`src/rtl/lane_util_pkg.sv`:
```
package lane_util_pkg;
  typedef enum logic [0:0] {
    DIV_IDLE = 1'b0,
    DIV_RUN  = 1'b1
  } div_state_e;
endpackage

```
`src/rtl/lane_popcount.sv`:
```
module lane_popcount #(
  parameter int LANES = 32,
  localparam int CW = $clog2(LANES + 1)
) (
  input  logic [LANES-1:0] mask,
  output logic [CW-1:0]    count
);
  logic [CW-1:0] psum [LANES+1];

  assign psum[0] = '0;
  for (genvar i = 0; i < LANES; i++) begin : g_chain
    assign psum[i+1] = psum[i] + CW'(mask[i]);
  end
  assign count = psum[LANES];
endmodule

```
`src/rtl/sat_ctr.sv`:
```
module sat_ctr #(
  parameter int W  = 32,
  parameter int IW = 6
) (
  input  logic          clk,
  input  logic          rst_n,
  input  logic          clr,
  input  logic          en,
  input  logic [IW-1:0] inc,
  output logic [W-1:0]  q
);
  logic [W:0]   sum_w;
  logic [W-1:0] q_nx;

  always_comb begin
    sum_w = {1'b0, q} + {{(W + 1 - IW){1'b0}}, inc};
    q_nx  = q;
    if (clr)     q_nx = '0;
    else if (en) q_nx = sum_w[W] ? '1 : sum_w[W-1:0];
  end

  always_ff @(posedge clk or negedge rst_n) begin
    if (!rst_n) q <= '0;
    else        q <= q_nx;
  end


  no_wrap_chk: assert property (@(posedge clk) disable iff (!rst_n)
    !clr |=> q >= $past(q));
endmodule

```
`src/rtl/util_divider.sv`:
```
module util_divider
  import lane_util_pkg::*;
#(
  parameter int NW = 40,
  parameter int DW = 37,
  parameter int QW = 16,
  localparam int CNTW = $clog2(NW + 1)
) (
  input  logic          clk,
  input  logic          rst_n,
  input  logic          clr,
  input  logic          start,
  input  logic [NW-1:0] num,
  input  logic [DW-1:0] den,
  output logic          busy,
  output logic [QW-1:0] q_out,
  output logic          q_vld
);
  div_state_e    st, st_nx;
  logic [CNTW-1:0] step, step_nx;
  logic [NW-1:0] dvd, dvd_nx, quo, quo_nx;
  logic [DW-1:0] rem, rem_nx, dr, dr_nx;
  logic [DW:0]   rem_sh;
  logic          qbit, fin;
  logic [QW-1:0] q_nx;
  logic          v_nx;

  always_comb begin
    st_nx   = st;
    step_nx = step;
    dvd_nx  = dvd;
    quo_nx  = quo;
    rem_nx  = rem;
    dr_nx   = dr;
    q_nx    = q_out;
    v_nx    = q_vld;
    rem_sh  = {rem, dvd[NW-1]};
    qbit    = rem_sh >= {1'b0, dr};
    fin     = 1'b0;
    if (clr) begin
      st_nx = DIV_IDLE;
      q_nx  = '0;
      v_nx  = 1'b0;
    end else if (st == DIV_IDLE) begin
      if (start) begin
        st_nx   = DIV_RUN;
        step_nx = '0;
        dvd_nx  = num;
        quo_nx  = '0;
        rem_nx  = '0;
        dr_nx   = den;
      end
    end else begin
      rem_nx  = qbit ? DW'(rem_sh - {1'b0, dr}) : rem_sh[DW-1:0];
      quo_nx  = {quo[NW-2:0], qbit};
      dvd_nx  = {dvd[NW-2:0], 1'b0};
      step_nx = step + 1'b1;
      if (step == CNTW'(NW - 1)) begin
        fin   = 1'b1;
        st_nx = DIV_IDLE;
        v_nx  = (dr != '0);
        q_nx  = (dr != '0) ? quo_nx[QW-1:0] : '0;
      end
    end
  end

  always_ff @(posedge clk or negedge rst_n) begin
    if (!rst_n) begin
      st    <= DIV_IDLE;
      step  <= '0;
      dvd   <= '0;
      quo   <= '0;
      rem   <= '0;
      dr    <= '0;
      q_out <= '0;
      q_vld <= 1'b0;
    end else begin
      st    <= st_nx;
      step  <= step_nx;
      dvd   <= dvd_nx;
      quo   <= quo_nx;
      rem   <= rem_nx;
      dr    <= dr_nx;
      q_out <= q_nx;
      q_vld <= v_nx;
    end
  end

  assign busy = (st == DIV_RUN);


  start_busy_chk: assert property (@(posedge clk) disable iff (!rst_n)
    (start && !busy && !clr) |=> busy);

  run_bound_chk: assert property (@(posedge clk) disable iff (!rst_n)
    busy |-> step < CNTW'(NW));

  zero_den_chk: assert property (@(posedge clk) disable iff (!rst_n)
    (busy && fin && !clr && dr == '0) |=> !q_vld && q_out == '0);
endmodule

```
`src/rtl/warp_lane_util_mon.sv`:
```
module warp_lane_util_mon #(
  parameter int LANES  = 32,
  parameter int CNT_W  = 32,
  parameter int FRAC_W = 8,
  localparam int PCW   = $clog2(LANES + 1),
  localparam int EFF_W = FRAC_W + 8,
  localparam int NUM_W = CNT_W + FRAC_W,
  localparam int DEN_W = CNT_W + PCW
) (
  input  logic             clk,
  input  logic             rst_n,
  input  logic             clr,
  input  logic             issue_vld,
  input  logic             issue_pred,
  input  logic [LANES-1:0] issue_mask,
  input  logic             snap_req,
  output logic             busy,
  output logic [EFF_W-1:0] eff_q,
  output logic             eff_vld,
  output logic [CNT_W-1:0] issue_cnt,
  output logic [CNT_W-1:0] lane_sum,
  output logic [CNT_W-1:0] partial_cnt
);
  logic [PCW-1:0]   mask_pc, lane_inc;
  logic             is_partial, snap_go;
  logic [NUM_W-1:0] div_num;
  logic [DEN_W-1:0] div_den;

  lane_popcount #(.LANES(LANES)) u_pc (.mask(issue_mask), .count(mask_pc));

  always_comb begin
    lane_inc   = issue_pred ? PCW'(LANES) : mask_pc;
    is_partial = !issue_pred && (issue_mask != '1);
    snap_go    = snap_req && !busy && !clr;
    div_num    = {lane_sum, {FRAC_W{1'b0}}};
    div_den    = DEN_W'(issue_cnt) * DEN_W'(LANES);
  end

  sat_ctr #(.W(CNT_W), .IW(1)) u_issue (
    .clk(clk), .rst_n(rst_n), .clr(clr), .en(issue_vld),
    .inc(1'b1), .q(issue_cnt));

  sat_ctr #(.W(CNT_W), .IW(PCW)) u_lanes (
    .clk(clk), .rst_n(rst_n), .clr(clr), .en(issue_vld),
    .inc(lane_inc), .q(lane_sum));

  sat_ctr #(.W(CNT_W), .IW(1)) u_part (
    .clk(clk), .rst_n(rst_n), .clr(clr), .en(issue_vld && is_partial),
    .inc(1'b1), .q(partial_cnt));

  util_divider #(.NW(NUM_W), .DW(DEN_W), .QW(EFF_W)) u_div (
    .clk(clk), .rst_n(rst_n), .clr(clr), .start(snap_go),
    .num(div_num), .den(div_den),
    .busy(busy), .q_out(eff_q), .q_vld(eff_vld));


  eff_range_chk: assert property (@(posedge clk) disable iff (!rst_n)
    eff_vld |-> eff_q <= EFF_W'(1 << FRAC_W));

  partial_le_chk: assert property (@(posedge clk) disable iff (!rst_n)
    partial_cnt <= issue_cnt || issue_cnt == '1);

  clr_zero_chk: assert property (@(posedge clk) disable iff (!rst_n)
    clr |=> issue_cnt == '0 && lane_sum == '0 && partial_cnt == '0 && !eff_vld && !busy);

  idle_hold_chk: assert property (@(posedge clk) disable iff (!rst_n)
    (!issue_vld && !clr) |=> $stable(issue_cnt) && $stable(lane_sum) && $stable(partial_cnt));

  pred_part_chk: assert property (@(posedge clk) disable iff (!rst_n)
    (issue_vld && issue_pred && !clr) |=> $stable(partial_cnt));
endmodule

```
`config.mk`:
```
export PLATFORM = sky130hd
export DESIGN_NAME = warp_lane_util_mon
export DESIGN_NICKNAME = d
export VERILOG_FILES = /design/src/rtl/lane_util_pkg.sv /design/src/rtl/lane_popcount.sv /design/src/rtl/sat_ctr.sv /design/src/rtl/util_divider.sv /design/src/rtl/warp_lane_util_mon.sv
export SDC_FILE = /design/constraint.sdc
export NUM_CORES = 1
export LEC_CHECK = 0
export ABC_AREA = 1
export CAP_MARGIN = 5
export CORE_MARGIN = 2
export CORE_UTILIZATION = 60
export DETAILED_ROUTE_END_ITERATION = 7
export DONT_BUFFER_PORTS = 1
export PLACE_DENSITY = 0.81
export SLEW_MARGIN = 25
export SYNTH_ARGS = -nofsm -noshare
export SYNTH_HDL_FRONTEND = slang
export SYNTH_SLANG_ARGS = --single-unit
```
`constraint.sdc`:
```
create_clock -name clk -period 4.53 [get_ports clk]
set_input_delay 0.453 -clock clk [delete_from_list [all_inputs] [get_ports clk]]
set_output_delay 0.453 -clock clk [all_outputs]
set_load 0.01 [all_outputs]
```
==> flow_summary.toml <==
[sta]
period_share = 1.28
whs_ps = -391
period_needed_ps = 5810
slew-limit-headroom = 0.378
drv_slew = 0
setup_viol = 32
worstMarginPinSlew_ps = 931
fmax_mhz = 172
hold_violations = 237
finalSetupTns_ps = -38240
worst_slack_ps = -1280
rsz0062_at_grt = "true"
finalClockSkew_ps = 16.2

[cells_and_area]
area_growth_pct = 10.2
antenna_cells = 0
stdcell_count = 2651
nets = 2412
drive_above_1_share = 0.0820

[worst_setup_path]
r2r-end = "u_div.rem[27]"
required_ps = 5010
start_kind = "primary input"
cp_max_fo = 4
crit_top_cell = "fa_1"
cp_data_arrival_time_ps = 6290
max_stage_delay_ps = 520
r2r_setup_slack_ps = 1320
end_kind = "flip-flop"
cp_slowest_cell = "fa_1"
crit-reg2reg-launch = "u_div.dr[12]"
criticalPathCategory = "primary input to flip-flop"
rr_worst_depth = 16

[clock_network]
clockBufferDepth = 3
worstSkewPairLatency_ps = 540
cts_tree = "built"
clock_sinks = 237
numCtsBuffers = 26
cts-root-buf = "clkbuf_16"
htree_levels = 1
cts.clk_slew.worst_paths_ps = 70

[yosys]
synth_flop_cell = "dfrtp_1"
synth_edf_count = 0
ys_ff_latch = 237
seq_area_frac_synth = 0.370
synth_common_cells = "684 x nand2_1, 363 x inv_1, 237 x dfrtp_1"
syn-num-nets = 2399
synth_area_leaders = "dfrtp_1 37%, nand2_1 16%, inv_1 8.5%, o21ai_0 6.2%, nand3_1 6.0%"
yosysMostFrequentCell = "nand2_1"
syn_inst = 2285
synth_top_area_share = 0.370
synth_area_per_cell_um2 = 7.01
ys_async_sr_fraction = 1.00
yosys.area.top_type = "dfrtp_1"
ys_warn_count = 0
yosysUniqueCellTypes = 49
syn_area_um2 = 16000

[power_and_ir_drop]
total_power_uw = 10300
p_leak_uw = 0.00895
power.density_nw_per_um2 = 583
irDropWorstVdd_uv = 897

[die]
die_area_um2 = 28000
core-area_um2 = 26100
die_w_um = 167
start_util = 0.613
io_pins = 152
die_y_um = 167
rows = 59

[route]
finalWirelength_mm = 45.8
vias = 15428
drc_errors = 6
viasPerCell = 5.82
firstDrtPassIters = 8
wl_per_cell_um = 17.3
antenna_left = 0
drt_iter0_drc = 1507

[job]
maxCapViolations = 0

[global_routing]
grt_overflow = 0
grt_usage = 0.324
grt_pass1_wl_mm = 74.2
grt_pass1_vias = 14837
grt_max_degree = 238
antenna_found_initial = 0

[outcome]
status = "finished with violations"
violations = "design-rule violations, negative hold slack, negative setup slack"

[place]
hpwl_mm = 32.8
gp_congestion = 0.934
port_buffers = 0
placedCellCount = 2587

[worst_hold_path]
min_path_type = "primary input to asynchronous set/reset pin"
-- cell usage in the layout, fill, tap and decap left out, types with 30 or more instances in the layout --
master	count
a21oi_1	38
ha_1	50
nand3_1	177
a22oi_1	30
nor3_1	44
o21ai_1	40
nor2_1	134
o21ai_0	163
buf_4	40
inv_1	360
dfrtp_1	237
nand2_1	670
nand4_1	47
xor2_1	30
-- worst max-delay path: cells and delay by family --
family                     cells  cell delay, ps
adders and majority gates      9            3980
AOI/OAI and AO/OA              5             400
buffers and inverters          8             600
and+or+nand+nor                8             840
-- area by class of cell --
class,count,area (um^2)
fillers,2198,8480
multi-input cells,1615,8660
clock inverters,16,160
inverters,368,1380
well taps,335,419
flip-flops and latches,237,5930
repair buffers,50,413
clock buffers,30,686
-- worst max-delay path by stage --
stage	startpoint	end	slack, ps
after floorplan	issue_mask[19]	u_lanes.q[24]	-1500
after global placement	issue_mask[19]	u_lanes.q[3]	-1760
after detailed placement	issue_mask[19]	u_lanes.q[3]	-2000
after CTS	issue_mask[19]	u_lanes.q[5]	-1200
after global routing	issue_mask[19]	u_lanes.q[19]	-1520
final	issue_mask[19]	u_lanes.q[16]	-1280
-- flip-flops by register name (all words and copies together) (netlist names) --
signal	cells
u_div.rem	38
u_div.dr	32
u_div.dvd	32
u_issue.q	32
u_lanes.q	32
u_part.q	32
u_div.q_out	16
u_div.quo	15
u_div.step	6
u_div.busy	1
u_div.q_vld	1
-- layer usage --
layer  vias up  routed length, um  global-route usage
met5         -                  0                   0
met4         0               1430               0.109
met3       111               3750              0.0475
met2       690              21400               0.536
met1      7283              19300               0.441
li1       7344                  -                   -
-- kinds of logic after synthesis --
kind of cell	count (synthesis)	synth area share
AOI/OAI and AO/OA	311	0.106
xor gates and xnor gates	48	0.0262
adders and majority gates	76	0.0715
buffers and inverters	434	0.106
DFF	237	0.370
and+or+nand+nor	1179	0.321
-- where the power goes --
part | internal, uW | switching, uW | total [uW]
combinational | 2160 | 3570 | 5730
clock | 1210 | 881 | 2090
sequential | 2310 | 159 | 2470
-- per-stage QoR --
step,utilization,cell area [um^2],setup slack [ps]
after floorplan,-,16100,-1500
after detailed placement,0.631,16500,-2000
after global placement,0.631,16500,-1760
after CTS,0.669,17500,-1200
final,0.675,17700,-1280
after global routing,0.675,17700,-1520
-- repair_timing --
action,4_1_cts,5_1_grt
gates resized for setup,28,31
setup endpoints to repair,32,32
pin swaps,15,17
setup buffers,8,9
hold endpoints to repair,237,237
cloned,1,0
No activity file was read; power rests on OpenSTA's default activity.
